==> src/rtl/ce_de_sync.sv <==
module ce_de_sync #(
  parameter int DW = 32
) (
  input  logic             clk,
  input  logic             rst_n,
  input  logic             load_req,
  input  logic [DW-1:0]    load_lo,
  input  logic [DW-1:0]    load_hi,
  input  logic             ce_inc,
  input  logic             de_inc,
  input  logic             de_wait_req,
  input  logic [DW-1:0]    de_tgt_lo,
  input  logic [DW-1:0]    de_tgt_hi,
  input  logic             ce_wait_req,
  input  logic [DW-1:0]    ce_gap_max,
  output logic [2*DW-1:0]  ce_count,
  output logic [2*DW-1:0]  de_count,
  output logic             ce_stall,
  output logic             de_stall
);
  localparam int CW = 2 * DW;

  logic [CW-1:0] ce_q, de_q, ce_d, de_d, de_tgt_q;
  logic [DW-1:0] ce_lim_q;
  logic          ce_pend_q, de_pend_q;

  // load wins over increments
  always_comb begin
    ce_d = load_req ? {load_hi, load_lo} : (ce_inc ? ce_q + 1'b1 : ce_q);
    de_d = load_req ? {load_hi, load_lo} : (de_inc ? de_q + 1'b1 : de_q);
  end

  // waits are evaluated against the already-updated counters
  wire [CW-1:0] de_tgt   = de_wait_req ? {de_tgt_hi, de_tgt_lo} : de_tgt_q;
  wire [DW-1:0] ce_lim   = ce_wait_req ? ce_gap_max : ce_lim_q;
  wire [CW-1:0] gap_d    = ce_d - de_d;
  wire          de_short = de_d < de_tgt;
  wire          ce_ahead = gap_d >= {{DW{1'b0}}, ce_lim};

  always_ff @(posedge clk) begin
    if (!rst_n) begin
      ce_q      <= '0;
      de_q      <= '0;
      de_tgt_q  <= '0;
      ce_lim_q  <= '0;
      ce_pend_q <= 1'b0;
      de_pend_q <= 1'b0;
    end else begin
      ce_q      <= ce_d;
      de_q      <= de_d;
      de_tgt_q  <= de_tgt;
      ce_lim_q  <= ce_lim;
      de_pend_q <= (de_wait_req || de_pend_q) && de_short;
      ce_pend_q <= (ce_wait_req || ce_pend_q) && ce_ahead;
    end
  end

  assign ce_count = ce_q;
  assign de_count = de_q;
  assign ce_stall = ce_pend_q;
  assign de_stall = de_pend_q;

  a_r2_load_both: assert property (@(posedge clk) disable iff (!rst_n)
    load_req |=> (ce_q == {$past(load_hi), $past(load_lo)}) && (de_q == ce_q));

  a_r3_ce_step: assert property (@(posedge clk) disable iff (!rst_n)
    (!load_req && ce_inc) |=> ce_q == $past(ce_q) + 1'b1);

  a_r3_de_step: assert property (@(posedge clk) disable iff (!rst_n)
    (!load_req && de_inc) |=> de_q == $past(de_q) + 1'b1);

  a_r10_hold: assert property (@(posedge clk) disable iff (!rst_n)
    (!load_req && !ce_inc && !de_inc) |=> $stable(ce_q) && $stable(de_q));

  a_r5_de_stall_short: assert property (@(posedge clk) disable iff (!rst_n)
    de_stall |-> de_q < de_tgt_q);

  a_r6_ce_stall_ahead: assert property (@(posedge clk) disable iff (!rst_n)
    ce_stall |-> (ce_q - de_q) >= {{DW{1'b0}}, ce_lim_q});

  a_r5_no_spurious_de: assert property (@(posedge clk) disable iff (!rst_n)
    (!de_wait_req && !de_stall) |=> !de_stall);

  a_r6_no_spurious_ce: assert property (@(posedge clk) disable iff (!rst_n)
    (!ce_wait_req && !ce_stall) |=> !ce_stall);
endmodule

==> config.mk <==
export PLATFORM = sky130hd
export DESIGN_NAME = ce_de_sync
export DESIGN_NICKNAME = d
export VERILOG_FILES = /design/src/rtl/ce_de_sync.sv
export SDC_FILE = /design/constraint.sdc
export NUM_CORES = 1
export LEC_CHECK = 0
export BUFFER_PORTS_ARGS = -buffer_cell sky130_fd_sc_hd__buf_4
export CORE_MARGIN = 2
export CORE_UTILIZATION = 40
export DETAILED_ROUTE_END_ITERATION = 6
export HOLD_SLACK_MARGIN = 0.02
export PLACE_DENSITY_LB_ADDON = 0.12
export SYNTH_ARGS = -nofsm -noshare
export SYNTH_HDL_FRONTEND = slang
export SYNTH_SLANG_ARGS = --single-unit
==> constraint.sdc <==
create_clock -name clk -period 23.8 [get_ports clk]
set_input_delay 2.38 -clock clk [delete_from_list [all_inputs] [get_ports clk]]
set_output_delay 2.38 -clock clk [all_outputs]
set_load 0.01 [all_outputs]
# After elaboration in Yosys (flattened, before gate mapping)
# Index checks and enable logic that the tools add are counted.
dict set report word_totals {
  ff_bits 226
  word_cells 21
  in_bits 167
}
dict set report op_classes {
  reduce_logical 4
  magnitude_cmp 2
  muxes 6
  n_addsub 3
}
# op count
set op_table {}
lappend op_table {{$mux W64} 5}
lappend op_table {{$add A64 B1 Y64 const B} 2}
lappend op_table {{$ge A64 B32 Y1} 1}
lappend op_table {{$lt A64 B64 Y1} 1}
lappend op_table {{$sub A64 B64 Y64} 1}
lappend op_table {{$mux W32} 1}
lappend op_table {{$logic_and A1 B1 Y1} 2}
lappend op_table {{$logic_or A1 B1 Y1} 2}

# Longest topological paths before layout
dict set report logic_depth {
  word_depth 6
  depth_mapped 36
  ltp_nobuf 35
}

# Worst setup path after synthesis
# No wires, ideal clock.
dict set report synth_path {
  path_type {input-to-reg}
  from {input port load_req}
  to {register ce_pend_q, in the netlist ce_stall}
  n_path_buf 7
  stages 34
  setup_time_ns 0.119
  path_slack_ns 14.659
  arrival_time_ns 9.022
  cell_sequence {clkbuf_1 clkbuf_1 buf_1 clkbuf_1 clkbuf_1 clkbuf_1 clkbuf_1 o21ai_0 ha_1 fa_1 nor2b_1 o2111ai_1 a21oi_1 o21ai_0 o211ai_1 o21ai_0 a21oi_1 o21ai_0 xnor2_1 ha_1 a21o_1 a21o_1 a21oi_1 a211oi_1 a2111oi_0 nand4_1 nor4_1 o31ai_1 nand4b_1 a2111oi_0 and4_1 nor4b_2 nand4_1 o221a_1}
}
dict set report synth_via {
  elab_chain_len 4
}
# item line
set synth_rtl {}
lappend synth_rtl {{start: declaration} 6} ;# input logic load_req,
lappend synth_rtl {{$mux W64 (on tied branches)} {29, 30}}
lappend synth_rtl {{$sub A64 B64 Y64 (*)} 36} ;# wire [CW-1:0] gap_d = ce_d - de_d;
lappend synth_rtl {{$ge A64 B32 Y1 (*)} 38} ;# wire ce_ahead = gap_d >= {{DW{1'b0}}, ce_lim};
lappend synth_rtl {{$logic_and A1 B1 Y1 (*)} 54} ;# ce_pend_q <= (ce_wait_req || ce_pend_q) && ce_ahead;
lappend synth_rtl {{end signal: assignment} 54}
lappend synth_rtl {{end: declaration} 25} ;# logic ce_pend_q, de_pend_q;
# Mark *: on every way between the ends. The rest lies on a longest branch, timed or not.
# A chain may end at the register's enable or synchronous reset.

# Worst setup path in the final report
dict set report layout_path {
  from {input port load_req}
  to {register ce_pend_q, in the netlist ce_stall}
}
dict set report layout_via {
  elab_chain_len 4
}
# item line
set layout_rtl {}
lappend layout_rtl {{$mux W64} 30} ;# de_d = load_req ? {load_hi, load_lo} : (de_inc ? de_q + 1'b1 : de_q);
lappend layout_rtl {{named net de_d[4]} 23} ;# logic [CW-1:0] ce_q, de_q, ce_d, de_d, de_tgt_q;
lappend layout_rtl {{$sub A64 B64 Y64} 36}
lappend layout_rtl {{$ge A64 B32 Y1} 38}
lappend layout_rtl {{$logic_and A1 B1 Y1} 54}
# The timed path passes the listed nets, and every way through them passes these cells.

==> flow_metrics.tcl <==
set metrics [dict create \
    grt_pass1_wl_mm 98.7 \
    power_density_nw_per_um2 65.9 \
    period_share_pct 38.2 \
    dr.pass1.iters 5 \
    grt_overflow 0 \
    drv_cap 0 \
    netlist_area_um2 16800 \
    cts_sinks 226 \
    gp_congestion 1.02 \
    synth-seq-cells 226 \
    cp.required_ps 24290 \
    rsz0062_at_grt "false" \
    p_leak_uw 0.00909 \
    rows 75 \
    synth_top_area_share_pct 26.9 \
    seq_area_frac_synth_pct 26.9 \
    yosysWarnings 0 \
    yosysMostFrequentCell "nor2_1" \
    antenna_found_initial 0 \
    synthDistinctLibCells 78 \
    drtAntennaViolNets 0 \
    cts_hold_buffers 0 \
    r2r_end "ce_stall$_SDFF_PN0_" \
    grt_use_total_pct 29.6 \
    critical_path_arrival_ps 9570 \
    yosys.area.top_type "dfxtp_1" \
    critical_path_class "in -> reg" \
    io_pins 297 \
    vias 16800 \
    clk_pin_slew_ps 70 \
    path_max_fanout 72 \
    reg2reg_slack_ps 16390 \
    endpoint "ce_stall$_SDFF_PN0_" \
    worstReg2RegStart "de_count[0]$_SDFF_PN0_" \
    drt-total-wl_mm 66.2 \
    ir_drop_mv 0.0569 \
    post_drt_wl_per_cell_um 22.5 \
    hold_viol 0 \
    drv_slew 0 \
    htreeDepth 1 \
    synthTopCellsByArea "dfxtp_1, ha_1, nor2_1, mux2i_1, xnor2_1" \
    via_per_inst 5.71 \
    avgSynthCellArea_um2 7.88 \
    first_global_vias 16700 \
    nFillCells 4216 \
    cts_resized 0 \
    use_met3_pct 4.36 \
    min_period_ps 9090 \
    synthXorXnorAreaFrac_pct 8.76 \
    finClkSkew_ps 16.3 \
    hpwl_mm 53.6 \
    setup_tns_ps 0 \
    use_met1_pct 34.3 \
    startpoint_type "input pin" \
    postSynthCellCount 2132 \
    setup_viol 0 \
    ys_top_cells_by_count "nor2_1, dfxtp_1, ha_1, a21oi_1, nand2_1" \
    fp.dieH_um 209 \
    die_x_um 209 \
    synthAdderAreaFrac_pct 11.6 \
    synth_compound_area_share_pct 15.8 \
    numCtsBuffers 28 \
    cts_root_buf "clkbuf_16" \
    port_buffers 296 \
    muxShareOfSynthArea_pct 7.49 \
    synth_flop_cell "dfxtp_1" \
    synthSimpleGateAreaFrac_pct 25.6 \
    hp-class "reg -> reg" \
    cts_tree "built" \
    relSlewSlack_pct 28.2 \
    clk_path_buf_depth 3 \
    coreArea_um2 41700 \
    worstMarginPinSlew_ps 1080 \
    synth_top_family_by_area "simple AND/OR/NAND/NOR gates" \
    num_antenna_cells 0 \
    initial_utilization_pct 40.3 \
    syn-num-nets 2454 \
    postSynth.asyncResetShare_pct 0 \
    die-area_um2 43700 \
    end_kind "register" \
    cp_common_cell "a21oi_1" \
    slowest_delay_ps 730 \
    status "complete, no violations" \
    drtIter0Drc 1269 \
    worst_path_max_delay_cell "buf_4" \
    reg2reg_depth 35 \
    cts.repair_timing.setup_buffer_count 0 \
    fmax_mhz 110 \
    use_met2_pct 53.9 \
    final_nets 2701 \
    finalPower_uw 1350 \
    cp-startpoint "load_req" \
    syn2layout_area_growth_pct 21.4 \
    top_usage_layer "met2" \
    clk_latency_ps 590 \
    grt_start_max_net_pins 96 \
    final_layout_size_suffix_gt1_share_pct 16.2 \
    drc 0 \
    synth_edf_count 0 \
]
flip-flops by register name (all words and copies together) (netlist names):
signal,count
ce_stall,1
de_tgt_q,64
de_stall,1
ce_count,64
de_count,64
ce_lim_q,32
area by class of cell:
class / instances / area (µm²) / share of cell area [%]
sequential: 226 / 4520 / 22.2
tap: 539 / 674 / 3.31
timing repair buffer: 301 / 2260 / 11.1
clock inverter: 9 / 145 / 0.711
multi-input combinational: 1735 / 11600 / 57.0
inverter: 87 / 329 / 1.61
clock buffer: 42 / 833 / 4.08
placed cells by master, fill, tap and decap left out, types with 4 or more instances in the layout:
| master | instances |
|---|---|
| a2111oi_0 | 4 |
| a211oi_1 | 16 |
| a21boi_0 | 18 |
| a21o_1 | 41 |
| a21oi_1 | 127 |
| a221oi_1 | 5 |
| a31oi_1 | 10 |
| and2_1 | 52 |
| and3_1 | 27 |
| and4_1 | 20 |
| buf_4 | 301 |
| clkbuf_1 | 6 |
| clkbuf_16 | 28 |
| clkbuf_8 | 8 |
| clkinv_2 | 5 |
| dfxtp_1 | 226 |
| ha_1 | 154 |
| inv_1 | 85 |
| mux2_2 | 14 |
| mux2i_1 | 110 |
| nand2_1 | 121 |
| nand2b_1 | 55 |
| nand3_1 | 69 |
| nand4_1 | 76 |
| nor2_1 | 328 |
| nor2b_1 | 22 |
| nor3_1 | 55 |
| nor4_1 | 13 |
| o2111ai_1 | 7 |
| o211ai_1 | 11 |
| o21a_1 | 30 |
| o21ai_0 | 86 |
| o21bai_1 | 11 |
| o221ai_1 | 4 |
| o31ai_1 | 6 |
| or2_2 | 9 |
| or3_1 | 12 |
| or4_1 | 4 |
| xnor2_1 | 111 |
| xor2_1 | 57 |
stage by stage:
stage / hold slack [ps] / cells / area (µm²) / util (%) / worst slack, ps
final: 495 / 2939 / 20400 / 49.0 / 14710
after global routing: 528 / 2939 / 20400 / 49.0 / 14100
after CTS: 505 / 2939 / 20400 / 49.0 / 14750
after detailed placement: 491 / 2888 / 19400 / 46.6 / 14160
after global placement: 486 / 2888 / 19400 / 46.6 / 14420
after floorplan: 461 / 2132 / 16800 / - / 14660
per-layer routing:
| metal | wire [µm] | vias up |
|---|---|---|
| met4 | 2930 | 0 |
| li1 | - | 8057 |
| met5 | 0 | - |
| met1 | 25900 | 7951 |
| met3 | 4340 | 134 |
| met2 | 33000 | 651 |
worst max-delay path: cells and delay by family:
kind	cells	cell delay (ps)
XOR/XNOR	1	160
AO/OA/AOI/OAI	13	3210
buffers and inverters	4	1250
AND/OR/NAND/NOR	12	1850
adder cells (fa/ha/maj)	2	650
worst min path at each step:
stage,from,to,slack [ps],cells after the start
floorplan,de_tgt_q[1]$_SDFF_PN0_,de_tgt_q[1]$_SDFF_PN0_,460,2
global route,de_tgt_q[33]$_SDFF_PN0_,de_tgt_q[33]$_SDFF_PN0_,530,2
CTS,de_tgt_q[33]$_SDFF_PN0_,de_tgt_q[33]$_SDFF_PN0_,500,2
finish,ce_lim_q[8]$_SDFF_PN0_,ce_lim_q[8]$_SDFF_PN0_,500,2
detailed placement,ce_lim_q[26]$_SDFF_PN0_,ce_lim_q[26]$_SDFF_PN0_,490,2
global placement,ce_lim_q[6]$_SDFF_PN0_,ce_lim_q[6]$_SDFF_PN0_,490,2
report_power, final:
| part | leakage (µW) | internal [µW] | switching, µW |
|---|---|---|---|
| clock | 0.000483 | 274 | 183 |
| sequential | 0.00187 | 403 | 28.3 |
| combinational | 0.00673 | 187 | 270 |
| total | 0.00909 | 864 | 481 |
cell families after synthesis:
group,count (synthesis)
buffers and inverters,171
AND/OR/NAND/NOR,877
XOR/XNOR,168
adder cells (fa/ha/maj),155
flip-flops,226
multiplexers,124
AO/OA/AOI/OAI,411
Power figures use the tool's default switching activity.
